**config.mk**
```make
export PLATFORM = sky130hd
export DESIGN_NAME = term_port
export DESIGN_NICKNAME = d
export VERILOG_FILES = /design/src/rtl/term_pkg.sv /design/src/rtl/delay_ctr.sv /design/src/rtl/tx_chan.sv /design/src/rtl/rx_chan.sv /design/src/rtl/term_port.sv
export SDC_FILE = /design/constraint.sdc
export NUM_CORES = 1
export LEC_CHECK = 0
export ABC_AREA = 1
export BUFFER_PORTS_ARGS = -buffer_cell sky130_fd_sc_hd__buf_2
export CORE_AREA = 2 2 98 100
export CTS_BUF_LIST = sky130_fd_sc_hd__clkbuf_4 sky130_fd_sc_hd__clkbuf_8
export CTS_CLUSTER_SIZE = 20
export DETAILED_ROUTE_END_ITERATION = 10
export DIE_AREA = 0 0 100 102
export SYNTH_ARGS = -nofsm -noshare
export SYNTH_HDL_FRONTEND = slang
export SYNTH_HIERARCHICAL = 1
export SYNTH_SLANG_ARGS = --single-unit
export TNS_END_PERCENT = 5
```
**constraint.sdc**
```tcl
create_clock -name clk -period 2.3 [get_ports clk]
set_input_delay 0.345 -clock clk [delete_from_list [all_inputs] [get_ports clk]]
set_output_delay 0.345 -clock clk [all_outputs]
set_load 0.005 [all_outputs]
```
**src/rtl/term_pkg.sv**
```systemverilog
package term_pkg;

  typedef enum logic [1:0] {
    TX_IDLE  = 2'd0,
    TX_BUSY  = 2'd1,
    TX_RECOV = 2'd2
  } tx_state_e;

  typedef enum logic [2:0] {
    RX_IDLE = 3'd0,
    RX_READ = 3'd1,
    RX_REQW = 3'd2,
    RX_HELD = 3'd3,
    RX_DROP = 3'd4
  } rx_state_e;

  function automatic int max_of3(input int a, input int b, input int c);
    int m;
    m = a;
    if (b > m) m = b;
    if (c > m) m = c;
    return m;
  endfunction

endpackage

```
**src/rtl/delay_ctr.sv**
```systemverilog
module delay_ctr #(
  parameter int CNT_W = 8
) (
  input  logic             clk,
  input  logic             rst,
  input  logic             tick,
  input  logic             load,
  input  logic [CNT_W-1:0] load_val,
  output logic             expire
);

  logic [CNT_W-1:0] cnt;

  // fires on the tick that takes the count from one to zero
  assign expire = tick && (cnt == CNT_W'(1));

  always_ff @(posedge clk) begin
    if (rst) begin
      cnt <= '0;
    end else if (load) begin
      cnt <= load_val;
    end else if (tick && (cnt != '0)) begin
      cnt <= cnt - CNT_W'(1);
    end
  end

endmodule

```
**src/rtl/tx_chan.sv**
```systemverilog
module tx_chan
  import term_pkg::*;
#(
  parameter int DATA_W     = 8,
  parameter int CHAR_TICKS = 150,
  parameter int RDY_FALL   = 8,
  parameter int RDY_RISE   = 2,
  parameter int CNT_W      = 8
) (
  input  logic              clk,
  input  logic              rst,
  input  logic              tick,
  input  logic [DATA_W-1:0] in_data,
  input  logic              in_send,
  output logic              in_ready,
  output logic [DATA_W-1:0] out_data,
  output logic              out_valid
);

  tx_state_e         state;
  logic              send_q;
  logic [DATA_W-1:0] hold;
  logic              accept;
  logic              char_exp;
  logic              edge_exp;
  logic              edge_load;
  logic [CNT_W-1:0]  edge_val;

  assign accept    = (state == TX_IDLE) && in_send && !send_q;
  assign edge_load = accept || ((state == TX_BUSY) && char_exp);
  assign edge_val  = accept ? CNT_W'(RDY_FALL) : CNT_W'(RDY_RISE);

  delay_ctr #(.CNT_W(CNT_W)) u_char (
    .clk      (clk),
    .rst      (rst),
    .tick     (tick),
    .load     (accept),
    .load_val (CNT_W'(CHAR_TICKS)),
    .expire   (char_exp)
  );

  delay_ctr #(.CNT_W(CNT_W)) u_edge (
    .clk      (clk),
    .rst      (rst),
    .tick     (tick),
    .load     (edge_load),
    .load_val (edge_val),
    .expire   (edge_exp)
  );

  always_ff @(posedge clk) begin
    if (rst) begin
      state     <= TX_IDLE;
      send_q    <= 1'b1;
      hold      <= '0;
      in_ready  <= 1'b1;
      out_data  <= '0;
      out_valid <= 1'b0;
    end else begin
      send_q    <= in_send;
      out_valid <= 1'b0;
      unique case (state)
        TX_IDLE: begin
          if (accept) begin
            hold  <= in_data;
            state <= TX_BUSY;
          end
        end
        TX_BUSY: begin
          if (edge_exp) in_ready <= 1'b0;
          if (char_exp) begin
            out_data  <= hold;
            out_valid <= 1'b1;
            in_ready  <= 1'b0;
            state     <= TX_RECOV;
          end
        end
        TX_RECOV: begin
          if (edge_exp) begin
            in_ready <= 1'b1;
            state    <= TX_IDLE;
          end
        end
        default: state <= TX_IDLE;
      endcase
    end
  end

endmodule

```
**src/rtl/rx_chan.sv**
```systemverilog
module rx_chan
  import term_pkg::*;
#(
  parameter int DATA_W     = 8,
  parameter int CHAR_TICKS = 150,
  parameter int REQ_RISE   = 2,
  parameter int REQ_FALL   = 2,
  parameter int CNT_W      = 8
) (
  input  logic              clk,
  input  logic              rst,
  input  logic              tick,
  input  logic [DATA_W-1:0] src_data,
  input  logic              src_valid,
  output logic              src_ready,
  output logic [DATA_W-1:0] dst_data,
  output logic              dst_req,
  input  logic              dst_ack
);

  rx_state_e         state;
  logic [DATA_W-1:0] buf_q;
  logic              accept;
  logic              take_ack;
  logic              expire;
  logic              load;
  logic [CNT_W-1:0]  load_val;

  assign accept   = (state == RX_IDLE) && src_valid;
  assign take_ack = (state == RX_HELD) && dst_ack;

  always_comb begin
    load     = 1'b0;
    load_val = CNT_W'(CHAR_TICKS);
    if (accept) begin
      load     = 1'b1;
      load_val = CNT_W'(CHAR_TICKS);
    end else if ((state == RX_READ) && expire) begin
      load     = 1'b1;
      load_val = CNT_W'(REQ_RISE);
    end else if (take_ack) begin
      load     = 1'b1;
      load_val = CNT_W'(REQ_FALL);
    end
  end

  delay_ctr #(.CNT_W(CNT_W)) u_ctr (
    .clk      (clk),
    .rst      (rst),
    .tick     (tick),
    .load     (load),
    .load_val (load_val),
    .expire   (expire)
  );

  always_ff @(posedge clk) begin
    if (rst) begin
      state     <= RX_IDLE;
      buf_q     <= '0;
      src_ready <= 1'b1;
      dst_data  <= '0;
      dst_req   <= 1'b0;
    end else begin
      unique case (state)
        RX_IDLE: begin
          if (accept) begin
            buf_q     <= src_data;
            src_ready <= 1'b0;
            state     <= RX_READ;
          end
        end
        RX_READ: begin
          if (expire) state <= RX_REQW;
        end
        RX_REQW: begin
          if (expire) begin
            dst_req  <= 1'b1;
            dst_data <= buf_q;
            state    <= RX_HELD;
          end
        end
        RX_HELD: begin
          if (take_ack) state <= RX_DROP;
        end
        RX_DROP: begin
          if (expire) begin
            dst_req   <= 1'b0;
            src_ready <= 1'b1;
            state     <= RX_IDLE;
          end
        end
        default: state <= RX_IDLE;
      endcase
    end
  end

endmodule

```
**src/rtl/term_port.sv**
```systemverilog
module term_port
  import term_pkg::*;
#(
  parameter int DATA_W        = 8,
  parameter int TX_CHAR_TICKS = 150,
  parameter int TX_RDY_FALL   = 8,
  parameter int TX_RDY_RISE   = 2,
  parameter int RX_CHAR_TICKS = 150,
  parameter int RX_REQ_RISE   = 2,
  parameter int RX_REQ_FALL   = 2
) (
  input  logic              clk,
  input  logic              rst,
  input  logic              tick,
  input  logic [DATA_W-1:0] host_tx_data,
  input  logic              host_tx_send,
  output logic              host_tx_ready,
  output logic [DATA_W-1:0] line_tx_data,
  output logic              line_tx_valid,
  input  logic [DATA_W-1:0] line_rx_data,
  input  logic              line_rx_valid,
  output logic              line_rx_ready,
  output logic [DATA_W-1:0] host_rx_data,
  output logic              host_rx_req,
  input  logic              host_rx_ack
);

  localparam int TX_MAX  = max_of3(TX_CHAR_TICKS, TX_RDY_FALL, TX_RDY_RISE);
  localparam int RX_MAX  = max_of3(RX_CHAR_TICKS, RX_REQ_RISE, RX_REQ_FALL);
  localparam int TX_CW   = $clog2(TX_MAX + 1);
  localparam int RX_CW   = $clog2(RX_MAX + 1);

  tx_chan #(
    .DATA_W     (DATA_W),
    .CHAR_TICKS (TX_CHAR_TICKS),
    .RDY_FALL   (TX_RDY_FALL),
    .RDY_RISE   (TX_RDY_RISE),
    .CNT_W      (TX_CW)
  ) u_tx (
    .clk       (clk),
    .rst       (rst),
    .tick      (tick),
    .in_data   (host_tx_data),
    .in_send   (host_tx_send),
    .in_ready  (host_tx_ready),
    .out_data  (line_tx_data),
    .out_valid (line_tx_valid)
  );

  rx_chan #(
    .DATA_W     (DATA_W),
    .CHAR_TICKS (RX_CHAR_TICKS),
    .REQ_RISE   (RX_REQ_RISE),
    .REQ_FALL   (RX_REQ_FALL),
    .CNT_W      (RX_CW)
  ) u_rx (
    .clk       (clk),
    .rst       (rst),
    .tick      (tick),
    .src_data  (line_rx_data),
    .src_valid (line_rx_valid),
    .src_ready (line_rx_ready),
    .dst_data  (host_rx_data),
    .dst_req   (host_rx_req),
    .dst_ack   (host_rx_ack)
  );

endmodule

```
# Word level (Yosys, flattened, before mapping)
# Index checks and enable logic that the tools add are counted.
[totals]
out_inout_bits = 20
regBits = 66
[classes]
n_mux = 33
eq_ne = 18
n_reduce_logical = 36
bitwise = 1
addsub = 3
[op_table]
columns = ["operator", "count"]
rows = [
  ["$mux 8", 9],
  ["$eq 8x1->1 const B", 3],
  ["$reduce_bool 8->1", 3],
  ["$sub 8x1->8 const B", 3],
  ["$ne 2x1->1 const B", 8],
  ["$mux 3", 5],
  ["$pmux 3 s5", 1],
  ["$logic_and 1x1->1", 12],
  ["$reduce_and 3->1", 4],
  ["$reduce_bool 2->1", 6],
  ["$mux 1", 10],
  ["$reduce_and 2->1", 4],
  ["$eq 3x2->1 const B", 2],
  ["$mux 2", 3],
  ["$pmux 1 s2", 3],
  ["$pmux 2 s3", 1],
  ["$reduce_and 5->1", 1],
  ["$mux 4", 1],
  ["$reduce_or 2->1", 2],
  ["$eq 3x1->1 const B", 1],
  ["$eq 3x3->1 const B", 1],
  ["$logic_not 3->1", 1],
  ["$ne 3x1->1 const B", 1],
  ["$eq 2x1->1 const B", 1],
  ["other kinds (5)", 5],
]

# Longest topological paths before layout
[depth]
depth_word = 6
mapped_depth = 14
depth_no_buf = 13

# Cells and area by module
# Netlist, hierarchy kept.
[modules_own_cells]
columns = ["module", "cells_each", "instances", "area_per_inst_um2"]
rows = [
  ["delay_ctr at u_tx.u_char ...", 102, 2, 623.1],
  ["tx_chan", 132, 1, 907.1],
  ["rx_chan", 119, 1, 890.9],
  ["delay_ctr at u_rx.u_ctr", 99, 1, 600.6],
]

# Least setup slack after synthesis
# No wires, ideal clock.
[synth_path]
path_type = "register to register"
from = "reg u_rx.u_ctr.cnt[1]"
to = "reg u_rx.u_ctr.cnt[4]"
arrival_time_ns = 1.763
stages_incl_launch_ff = 14
path_slack_ns = 0.418
setup_time_ns = 0.120
t_required_ns = 2.180
period_less_slack_ns = 1.882
n_path_buf = 1
cell_sequence = "dfxtp_1 -> inv_1 -> ha_1 -> nand3_1 -> nor2_1 -> inv_1 -> nor2_1 -> nor2_1 -> nand2_1 -> buf_4 -> inv_1 -> nand3_1 -> o21ai_0 -> a21oi_1"
[synth_via]
elab_chain_cells = 6
[synth_rtl]
columns = ["element", "line_no", "text"]
rows = [
  ["from (decl)", "delay_ctr.sv:12", "logic [CNT_W-1:0] cnt;"],
  ["from (signal assigned)", "delay_ctr.sv:21", "cnt <= load_val;"],
  ["from (signal assigned)", "delay_ctr.sv:23", "cnt <= cnt - CNT_W'(1);"],
  ["$eq 8x1->1 (*)", "delay_ctr.sv:15", "assign expire = tick && (cnt == CNT_W'(1));"],
  ["$logic_and 1x1->1 (*)", "delay_ctr.sv:15", ""],
  ["via u_rx.expire", "rx_chan.sv:25", "logic expire;"],
  ["$logic_and 1x1->1 (*)", "rx_chan.sv:38", "end else if ((state == RX_READ) && expire) begin"],
  ["$mux 1 (*)", "rx_chan.sv:38", ""],
  ["$mux 1 (*)", "rx_chan.sv:35", "if (accept) begin"],
  ["via u_rx.load", "rx_chan.sv:26", "logic load;"],
  ["$mux 8 / $reduce_bool 2->1 (equally long branches)", "--", ""],
]
# The timed path passes the listed nets; every way through them passes the cells marked *. The select of a mux whose other input is x is not followed.
# A chain may end at the register's enable or synchronous reset.

# Worst setup path in the final report
# Ends and elaborated chain as after synthesis.

==> results.cfg <==
[setup_path]
cp_num_buf_inv = 3
crit_fanout = 8
cpPeakStageDelay_ns = 0.36
end_kind = flop
crit_family = simple AND/OR/NAND/NOR gates
arrival_ns = 2.23
cp-startpoint = u_rx/u_ctr/cnt[1]$_SDFFE_PP0P_
critPathRequiredTime_ns = 2.53
r2r-start = u_rx/u_ctr/cnt[1]$_SDFFE_PP0P_
crit_chain = inv_1 -> ha_1 -> nand3_1 -> nor2_1 -> inv_1 -> nor2_1 -> nor2_1 -> nand2_1 -> inv_1 -> nand3_1 -> o21ai_0 -> a21oi_1
cp_slowest_cell = dfxtp_1
worst_setup_path_start_kind = flop
critPathKind = flop to flop

[die]
coreArea_um2 = 9110
io_pins = 42
dieWidth_um = 100
rows = 35
die_area_um2 = 10200
initial_utilization_pct = 40.0
chipHeight_um = 102

[global_route]
grt_max_degree = 21
grt_pass1_wl_mm = 13.3
grt_pass1_vias = 3091
antenna_found_initial = 0
grt-ovfl-total = 0
grtUsageTotal_pct = 16.1

[power_and_ir_drop]
clockPowerShare_pct = 22.9
p_seq_share_pct = 31.9
switching_power_uw = 2270
peakVddDrop_mv = 0.434
leakage_uw = 0.00209
p_int_uw = 3040
powerDensity_nw_per_um2 = 1260
power_uw = 5310
swShare_pct = 42.7
p_comb_share_pct = 45.2

[placement]
placed_area_um2 = 3960
gp_congestion = 0.918
dp_cells = 712
port_buffers = 41
place.detailed.hpwl_mm = 5.62

[yosys]
syn_area_um2 = 3640
synthCells = 554
synth_cell_type_count = 33
avgSynthCellArea_um2 = 6.58
ys_ff_latch = 66
ys_warn_count = 6
ys_seq_area_share_pct = 36.3

[cells_and_area]
nets = 640
final_common_cell = nand2_1
most-common-layout-cells = nand2_1, nor2_1, inv_1
diodes = 0
area_growth_pct = 15.5
final_area_um2 = 4210
stdcell_count = 728
drive_gt1_share_pct = 16.2
num-fill-cells = 974

[routing]
vias = 3377
vias_per_cell = 4.64
wl_per_cell_um = 10.7
ant_nets = 0
wirelength_mm = 7.81
drc = 0
drt_iter0_drc = 153
dr.pass1.iters = 4

[sta]
min_period_ns = 2.00
rsz0062_at_grt = no
worst_slew_pin_slew_ns = 0.493
report.final.hold_viol_count = 0
slew_viol_final = 0
post-route-period-util_pct = 87.0
fmax_mhz = 500
finalSetupTns_ns = 0
setup-violations-final = 0
fin_worst_skew_ns = 0.0103
relSlewSlack_pct = 66.9

[cts]
numCtsBuffers = 9
cts_buffer_depth = 2
path_clk_slew_ns = 0.08
cts_tree = built
ctsResizeCount = 0
ctsHoldBuffers = 0
clkSinkCount = 66
worstSkewPairLatency_ns = 0.34
clockRootBuffer = clkbuf_8
postCtsSetupBuffers = 0
htree_num_levels = 3

[outcome]
status = finished clean

[job]
cap_violations = 0

[worst_hold_path]
hold_path_class = input port to flop
hold_start = host_tx_send
Yosys cell counts, drive strengths merged:
cell type	n	area (µm²)
inv	74	278
dfxtp	66	1320
nand4	3	18.8
a21oi	41	224
nand2	144	578
o21a	1	7.51
buf	15	126
nor2	104	430
nand3b	1	7.51
nand3	60	320
nor3	1	5.00
clkdlybuf4s25	2	20.0
o21ai	24	158
conb	4	15.0
or2	2	12.5
clkinv	2	12.5
xnor2	3	26.3
ha	6	75.1
xor2	1	8.76
metal layers:
layer | vias up | global-route usage (%) | part of all wire [%]
li1 | 1813 | - | -
met1 | 1484 | 19.8 | 47
met2 | 69 | 26.9 | 47
met3 | 11 | 4.10 | 4.2
met4 | 0 | 6.74 | 1.2
met5 | - | 0 | 0
stage by stage:
stage / util, % / hold slack (ns) / setup WS (ns)
final: 46.2 / 0.195 / 0.300
after detailed placement: 43.5 / 0.433 / 0.279
after floorplan: - / 0.414 / 0.418
after global placement: 43.5 / 0.432 / 0.377
after global routing: 46.2 / 0.196 / 0.0492
after CTS: 46.2 / 0.180 / 0.273
layout make-up:
type	instances	area (µm²)	share of cell area (%)
multi-input cells	410	1940	46.2
flip-flops and latches	66	1320	31.4
inverters	76	290	6.89
repair buffers	49	265	6.30
well taps	111	139	3.30
clock buffers	10	138	3.27
clock inverters	6	114	2.70
worst reg2reg max path, delay by kind of cell, from the launching register on:
family	cells	cell delay (ns)
DFF	1	0.36
buffers and inverters	3	0.38
adders and majority gates	1	0.17
and+or+nand+nor	6	0.71
AOI/OAI and AO/OA	2	0.25
state kept, by name (all words and copies together), names as in the netlist:
register and cells:
u_rx/src_ready 1, u_tx/out_valid 1, u_rx/state 3, u_rx/buf_q 8, u_tx/u_edge/cnt 8, u_tx/state 2, u_tx/out_data 8, u_tx/hold 8
u_tx/u_char/cnt 8, u_rx/dst_req 1, u_tx/in_ready 1, u_rx/dst_data 8, u_rx/u_ctr/cnt 8, u_tx/send_q 1
final timing paths:
check                                         to  slack, ns  cells past startpoint
setup reg to reg  u_rx/u_ctr/cnt[4]$_SDFFE_PP0P_       0.30                     12
hold / removal            u_tx/send_q$_SDFF_PP1_       0.19                      3
hold reg to reg    u_rx/dst_data[0]$_SDFFE_PP0P_       0.45                      2
setup / recovery  u_rx/u_ctr/cnt[4]$_SDFFE_PP0P_       0.30                     12
power groups by stage:
stage	Clock, µW	Combinational [µW]	Sequential, µW
2_1_floorplan	0	1990	1650
3_3_place_gp	0	2340	1720
3_5_place_dp	0	2390	1720
4_1_cts	1250	2400	1700
5_1_grt	1320	2750	1740
6_report	1220	2400	1700
logic make-up (layout without fill, tap and decap cells):
group / count (synthesis) / in the layout / synth area share [%]
and+or+nand+nor: 315 / 315 / 37.7
buffers and inverters: 93 / 141 / 12.0
AOI/OAI and AO/OA: 66 / 66 / 10.7
DFF: 66 / 66 / 36.3
adders and majority gates: 6 / 6 / 2.06
other: 4 / 19 / 0.412
xor gates and xnor gates: 4 / 4 / 0.961
Power figures use the tool's default switching activity.
